File: src/rtl/rx_protect_switch.sv
module rx_protect_switch #(
  parameter int DW    = 8,
  parameter int NPAIR = 4
) (
  input  logic                    clk,
  input  logic                    rst_n,
  input  logic [2*NPAIR*DW-1:0]   ch_data_i,
  input  logic [2*NPAIR-1:0]      ch_oh_i,
  input  logic [NPAIR-1:0]        pin_sel_i,
  input  logic                    reg_we_i,
  input  logic [1:0]              reg_addr_i,
  input  logic [2*NPAIR-1:0]      reg_wdata_i,
  output logic [2*NPAIR-1:0]      reg_rdata_o,
  output logic [2*NPAIR*DW-1:0]   port_data_o,
  output logic [2*NPAIR-1:0]      port_oh_o,
  output logic [2*NPAIR-1:0]      port_data_oe_o,
  output logic [2*NPAIR-1:0]      port_oh_oe_o,
  output logic [2*NPAIR-1:0]      in_prot_sel_o
);
  localparam int NCH = 2 * NPAIR;

  logic [NCH-1:0]   en_q;
  logic [NPAIR-1:0] mode_q;
  logic [NPAIR-1:0] swsel_q;
  logic [NCH-1:0]   wp_q;

  always_ff @(posedge clk or negedge rst_n) begin
    if (!rst_n) begin
      en_q    <= '0;
      mode_q  <= '0;
      swsel_q <= '1;
      wp_q    <= '0;
    end else if (reg_we_i) begin
      case (reg_addr_i)
        2'd0:    en_q    <= reg_wdata_i;
        2'd1:    mode_q  <= reg_wdata_i[NPAIR-1:0];
        2'd2:    swsel_q <= reg_wdata_i[NPAIR-1:0];
        default: wp_q    <= reg_wdata_i;
      endcase
    end
  end

  always_comb begin
    reg_rdata_o = '0;
    case (reg_addr_i)
      2'd0:    reg_rdata_o = en_q;
      2'd1:    reg_rdata_o[NPAIR-1:0] = mode_q;
      2'd2:    reg_rdata_o[NPAIR-1:0] = swsel_q;
      default: reg_rdata_o = wp_q;
    endcase
  end

  assign in_prot_sel_o = wp_q;

  for (genvar p = 0; p < NPAIR; p++) begin : g_pair
    localparam int M = 2 * p;
    localparam int Q = 2 * p + 1;

    logic          take_main;
    logic          oh_prot;
    logic [DW-1:0] d_src;
    logic          d_en;
    logic          o_src;
    logic          o_en;

    assign take_main = mode_q[p] ? swsel_q[p] : pin_sel_i[p];
    assign oh_prot   = mode_q[p] & ~take_main;
    assign d_src     = take_main ? ch_data_i[M*DW +: DW] : ch_data_i[Q*DW +: DW];
    assign d_en      = take_main ? en_q[M] : en_q[Q];
    assign o_src     = oh_prot ? ch_oh_i[Q] : ch_oh_i[M];
    assign o_en      = oh_prot ? en_q[Q] : en_q[M];

    logic [DW-1:0] m_data_q, q_data_q;
    logic          m_oh_q, q_oh_q, m_doe_q, q_doe_q, m_ooe_q, q_ooe_q;

    always_ff @(posedge clk or negedge rst_n) begin
      if (!rst_n) begin
        m_data_q <= '0;
        q_data_q <= '0;
        m_oh_q   <= 1'b0;
        q_oh_q   <= 1'b0;
        m_doe_q  <= 1'b0;
        q_doe_q  <= 1'b0;
        m_ooe_q  <= 1'b0;
        q_ooe_q  <= 1'b0;
      end else begin
        m_data_q <= d_en ? d_src : '0;
        m_doe_q  <= d_en;
        m_oh_q   <= o_en & o_src;
        m_ooe_q  <= o_en;
        q_data_q <= en_q[Q] ? ch_data_i[Q*DW +: DW] : '0;
        q_doe_q  <= en_q[Q];
        q_oh_q   <= en_q[Q] & ch_oh_i[Q];
        q_ooe_q  <= en_q[Q];
      end
    end

    assign port_data_o[M*DW +: DW] = m_data_q;
    assign port_data_o[Q*DW +: DW] = q_data_q;
    assign port_oh_o[M]      = m_oh_q;
    assign port_oh_o[Q]      = q_oh_q;
    assign port_data_oe_o[M] = m_doe_q;
    assign port_data_oe_o[Q] = q_doe_q;
    assign port_oh_oe_o[M]   = m_ooe_q;
    assign port_oh_oe_o[Q]   = q_ooe_q;
  end
endmodule

File: config.mk
export PLATFORM = sky130hd
export DESIGN_NAME = rx_protect_switch
export DESIGN_NICKNAME = d
export VERILOG_FILES = /design/src/rtl/rx_protect_switch.sv
export SDC_FILE = /design/constraint.sdc
export NUM_CORES = 1
export LEC_CHECK = 0
export BUFFER_PORTS_ARGS = -buffer_cell sky130_fd_sc_hd__buf_2
export CAP_MARGIN = 20
export CORE_MARGIN = 10
export CORE_UTILIZATION = 47
export DETAILED_ROUTE_END_ITERATION = 6
export PLACE_DENSITY = 0.8
export SYNTH_ARGS = -nofsm -noshare
export SYNTH_HDL_FRONTEND = slang
export SYNTH_SLANG_ARGS = --single-unit
File: constraint.sdc
create_clock -name clk -period 1.63 [get_ports clk]
set_input_delay 0.0815 -clock clk [delete_from_list [all_inputs] [get_ports clk]]
set_output_delay 0.0815 -clock clk [all_outputs]
set_load 0.005 [all_outputs]
---- After elaboration in Yosys (flattened, before gate mapping) ----
Cells that the tools add are included.
storage, ports and cells
  logic and storage cells ................. 88
  output and inout bits ................... 104
  bits in registers ....................... 108
  bits of input ports ..................... 89
cells by class
  equal/unequal tests ..................... 2
  bitwise gates (word level) .............. 17
  multiplexer cells ....................... 30
  reductions and logical operators ........ 7
operator list
  kind                number
  $mux 8              12
  $mux 1              16
  $and 1x1->1         12
  $pmux 4 s3          1
  $pmux 4 s2          1
  $reduce_and 2->1    4
  $not 1->1           5
  $reduce_or 3->1     1
  $eq 2x1->1 const B  1
  $eq 2x2->1 const B  1
  $logic_not 2->1     1
  $reduce_or 2->1     1

---- Depth between registers and ports, before layout ----
  depth after elaboration ................. 5
  gate-level depth with buffers ........... 4
  gate-level depth less buffers ........... 3

---- Worst setup path after synthesis ----
No wires, ideal clock.
  kind .................................... reg2reg
  start ................................... register mode_q[1]
  end ..................................... register g_pair[1].m_doe_q
  data required time ...................... 1.505 ns
  stages on the path, launching flop included .. 3
  arrival ................................. 1.115 ns
  library setup time ...................... 0.125 ns
  path slack .............................. 0.390 ns
  cells stage by stage .................... dfrtp_1 mux2i_1 mux2_2
on the way
  word-level cells in the longest chain between the ends .. 2
ends and longest elaborated chain
  element                 line  source
  start, declared         23    logic [NPAIR-1:0] mode_q;
  start signal, assigned  36    2'd1: mode_q <= reg_wdata_i[NPAIR-1:0];
  $mux 1                  66    assign take_main = mode_q[p] ? swsel_q[p] : pin_sel_i[p];
  $mux 1                  69    assign d_en = take_main ? en_q[M] : en_q[Q];
  via g_pair[1].d_en      62    logic d_en;
  end signal, assigned    88    m_doe_q <= d_en;
  end, declared           74    logic m_oh_q, q_oh_q, m_doe_q, q_doe_q, m_ooe_q, q_ooe_q;
The timed path passes the listed nets, and every way through them passes these cells.
A chain may end at the register's enable or synchronous reset.

---- Final worst setup path ----
  start ................................... register en_q[0]
  end ..................................... output port reg_rdata_o[0]
on the way
  word-level cells in the longest chain between the ends .. 1
ends and longest elaborated chain
  element                 line  source
  start, declared         22    logic [NCH-1:0] en_q;
  start signal, assigned  35    2'd0: en_q <= reg_wdata_i;
  $pmux 4 s3              45    case (reg_addr_i)
  end, declared           13    output logic [2*NPAIR-1:0] reg_rdata_o,
Every way passes these cells.

==> out/summary.log <==
INFO  floorplanning  ioPinCount=193
INFO  global_routing first_global_vias=3,556
INFO  floorplanning  initial_utilization=0.4852
INFO  cts            cts_tree=done
INFO  detailed_routing routed-via-count=3,315
INFO  cells_and_area final_layout_size_suffix_gt1_frac=0.4459
INFO  yosys          post_synth.cell_area_avg=12.57um^2
INFO  setup_path     cp_data_required_time=1.55ns
INFO  global_routing grt_pass1_wl=18,920um
INFO  timing         timing.final.max_slew_violations=0
INFO  placement      gp_congestion=0.7760
INFO  cells_and_area antenna_diode_count=0
INFO  yosys          mappedNetlistNets=429
INFO  cells_and_area final_cell_area=6155um^2
INFO  detailed_routing route.detailed.wl_per_inst=17.17um
INFO  detailed_routing vias_per_cell=4.736
INFO  cells_and_area syn_to_final_growth=44.04%
INFO  setup_path     critical_path_arrival=1.48ns
INFO  cells_and_area highest_count_cells_in_the_layout_ignoring_fill_and_taps=191 x sky130_fd_sc_hd__buf_2, 101 x sky130_fd_sc_hd__dfrtp_1, 74 x sky130_fd_sc_hd__dlygate4sd3_1
INFO  cts            root_buffer=sky130_fd_sc_hd__clkbuf_8
INFO  setup_path     crit_slowest_cell=sky130_fd_sc_hd__dfrtp_2
INFO  floorplanning  die-width=115.3um
INFO  setup_path     crit_path_category=flip-flop to output pin
INFO  placement      io_buffer_count=192
INFO  hold_path      type_of_the_worst_min_delay_path=input pin to flip-flop
INFO  yosys          synth-edff-count=0
INFO  power_and_ir_drop power_density=1094nW/um^2
INFO  yosys          yosysSeqAreaShare=0.6337
INFO  setup_path     timing.critical_path.to_type=output pin
INFO  setup_path     crit_chain=mux4_2 > buf_2
INFO  timing         setup_viol=0
INFO  setup_path     critical-path-max-stage-delay=0.51ns
INFO  global_routing gr-total-overflow=0
INFO  floorplanning  core_region_area=8806um^2
INFO  global_routing grt_start_max_net_pins=57
INFO  cts            clock_sink_count=108
INFO  cts            postCtsSetupBuffers=0
INFO  cts            cts.reportedPaths.clkPinSlew=0.09ns
INFO  global_routing track_usage=0.1809
INFO  cells_and_area final_nets=676
INFO  timing         hold_viol_final=0
INFO  detailed_routing number_of_nets_with_antenna_violations_after_routing=0
INFO  power_and_ir_drop static-leakage-power=3.139nW
INFO  setup_path     worstSetupStartpointType=flip-flop
INFO  timing         max_clock_freq=639.8MHz
INFO  placement      dpl_cell_area=5199um^2
INFO  cts            clock_latency_reported_for_the_late_side_of_the_worst_skew_pair=0.35ns
INFO  detailed_routing first_pass_iters=4
INFO  yosys          synth_seq_cells=108
INFO  placement      place.detailed.hpwl=8367um
INFO  cells_and_area ff_latch_area=2711um^2
INFO  cells_and_area non_filler_instance_count_after_layout=700
INFO  setup_path     critical_path.max_fanout=12
INFO  floorplanning  core.rowCount=34
INFO  cts            numCtsBuffers=9
INFO  yosys          yosys_warnings=0
INFO  cts            clk_path_buf_depth=2
INFO  setup_path     timing.reg2reg.setup_slack=0.29ns
INFO  flow_run       max_capacitance_violation_total=0
INFO  timing         final.period_utilization=0.9589
INFO  floorplanning  die_area=13,300um^2
INFO  placement      placed_insts=610
INFO  power_and_ir_drop vdd.ir_drop.worst=0.0005544V
INFO  timing         final_period_minus_worst_setup_slack=1.563ns
INFO  detailed_routing remaining_drc_errors=0
INFO  timing         setup-tns-final=0ns
INFO  detailed_routing wl=12,020um
INFO  status         outcome=finished, final reports clean
INFO  yosys          post_synth_num_cell_types=22
INFO  yosys          synthesis.area=4273um^2
INFO  timing         finalClockSkew=0.008914ns
INFO  cells_and_area layout_commonest_cell=sky130_fd_sc_hd__buf_2
INFO  yosys          synth_top_flop_cell=sky130_fd_sc_hd__dfrtp_1
INFO  floorplanning  die_h=115.3um
INFO  global_routing initial_antenna_violation_count=0
INFO  detailed_routing detail_route.iter0.violations=188
INFO  cells_and_area multi_input_comb_area=1308um^2
INFO  timing         worst_pin_slew=0.4566ns
INFO  timing         max_slew_margin=0.6953
INFO  yosys          ys_async_sr_fraction=1.000
INFO  timing         grt_setup_unrepaired=no
INFO  yosys          post_synthesis_instance_total=340
INFO  cells_and_area fill_cell_instance_count_of_the_final_layout=627
INFO  cts            cts.htree.levels=3
## routing by layer
layer | up-vias | global-route usage | routed length, um
li1 | 1592 | - | -
met1 | 1598 | 0.2036 | 4590
met2 | 117 | 0.3112 | 6098
met3 | 8 | 0.07500 | 1194
met4 | 0 | 0.04645 | 138
met5 | - | 0 | 0
## cells in the mapped netlist (2+ instances only)
cell type                    n  share of area
sky130_fd_sc_hd__nand3b_1    2         0.0035
sky130_fd_sc_hd__a22o_1      4         0.0082
sky130_fd_sc_hd__mux2i_1     2         0.0047
sky130_fd_sc_hd__buf_2       2         0.0023
sky130_fd_sc_hd__mux4_2      4          0.021
sky130_fd_sc_hd__o21ai_0    30          0.035
sky130_fd_sc_hd__nand2b_1    2         0.0029
sky130_fd_sc_hd__and2_1     41          0.060
sky130_fd_sc_hd__dfrtp_1   104           0.61
sky130_fd_sc_hd__dfstp_2     4          0.025
sky130_fd_sc_hd__mux2_1      2         0.0053
sky130_fd_sc_hd__buf_4      26          0.046
sky130_fd_sc_hd__clkbuf_1    8         0.0070
sky130_fd_sc_hd__mux2_2     34          0.090
sky130_fd_sc_hd__mux2i_2     2         0.0064
sky130_fd_sc_hd__buf_6       2         0.0053
sky130_fd_sc_hd__nor2b_1     2         0.0029
sky130_fd_sc_hd__o21ai_1     2         0.0023
sky130_fd_sc_hd__nand2_1    64          0.056
## state kept, by name (all words and copies together) (netlist names)
| name | flops |
|---|---|
| g_pair.m_data_q | 32 |
| g_pair.m_ooe_q | 4 |
| g_pair.m_doe_q | 4 |
| swsel_q | 4 |
| in_prot_sel_o | 8 |
| g_pair.q_data_q | 32 |
| mode_q | 4 |
| g_pair.q_ooe_q | 4 |
| g_pair.m_oh_q | 4 |
| en_q | 8 |
| g_pair.q_oh_q | 4 |
## worst paths after layout
kind	end	from	depth (start not counted)
worst min-delay path	en_q[0]$_DFFE_PN0P_	reg_wdata_i[0]	2
worst max-delay path	reg_rdata_o[0]	en_q[0]$_DFFE_PN0P_	2
min in group asynchronous	g_pair[1].q_data_q[3]$_DFF_PN0_	rst_n	3
worst max register to register	g_pair[2].m_doe_q$_DFF_PN0_	mode_q[2]$_DFFE_PN0P_	3
worst min register to register	in_prot_sel_o[3]$_DFFE_PN0P_	in_prot_sel_o[3]$_DFFE_PN0P_	1
max in group asynchronous	swsel_q[2]$_DFFE_PN1P_	rst_n	3
## per-stage QoR
stage                     worst slack [ns]    util  hold slack [ns]  power (mW)
after floorplan                     0.3903       -          -0.2141       4.289
after global placement              0.3419  0.5904          0.09879       4.918
after detailed placement            0.3193  0.5904           0.1066       4.989
after CTS                         0.005648  0.6976       0.00005512       6.814
after global routing               0.01434  0.6989         0.007354       7.135
final                              0.06696  0.6989          0.01806       6.732
## repair_timing
action                     CTS  global route
gates resized for setup      2             1
pin swaps                    0             0
setup endpoints to repair    2             1
hold buffers                73             1
hold endpoints to repair   182             1
## power breakdown
part / switching [mW] / leakage [nW] / internal (mW)
sequential: 0.289 / 1.35 / 3.15
clock: 0.868 / 0.107 / 0.808
combinational: 0.732 / 1.68 / 0.882
## cell families (layout without fill, tap and decap cells)
kind of cell	Yosys count	in the layout	share of synthesized area
AO/OA/AOI/OAI	36	36	0.04568
AND/OR/NAND/NOR	114	114	0.1332
multiplexers	44	44	0.1271
buffers and inverters	38	290	0.06032
flip-flops	108	108	0.6337
## final cells by class
| type | count | share of cell area |
|---|---|---|
| Sequential cell | 108 | 0.4405 |
| Timing Repair Buffer | 274 | 0.2907 |
| Multi-Input combinational cell | 194 | 0.2124 |
| Clock buffer | 12 | 0.02521 |
| Tap cell | 108 | 0.02196 |
| Clock inverter | 4 | 0.009148 |
## worst max-delay path: cells and delay by family (launching register included)
family                 cells  cell delay, ns
flip-flops                 1            0.51
buffers and inverters      1            0.14
multiplexers               1            0.48
Power figures use the tool's default switching activity.
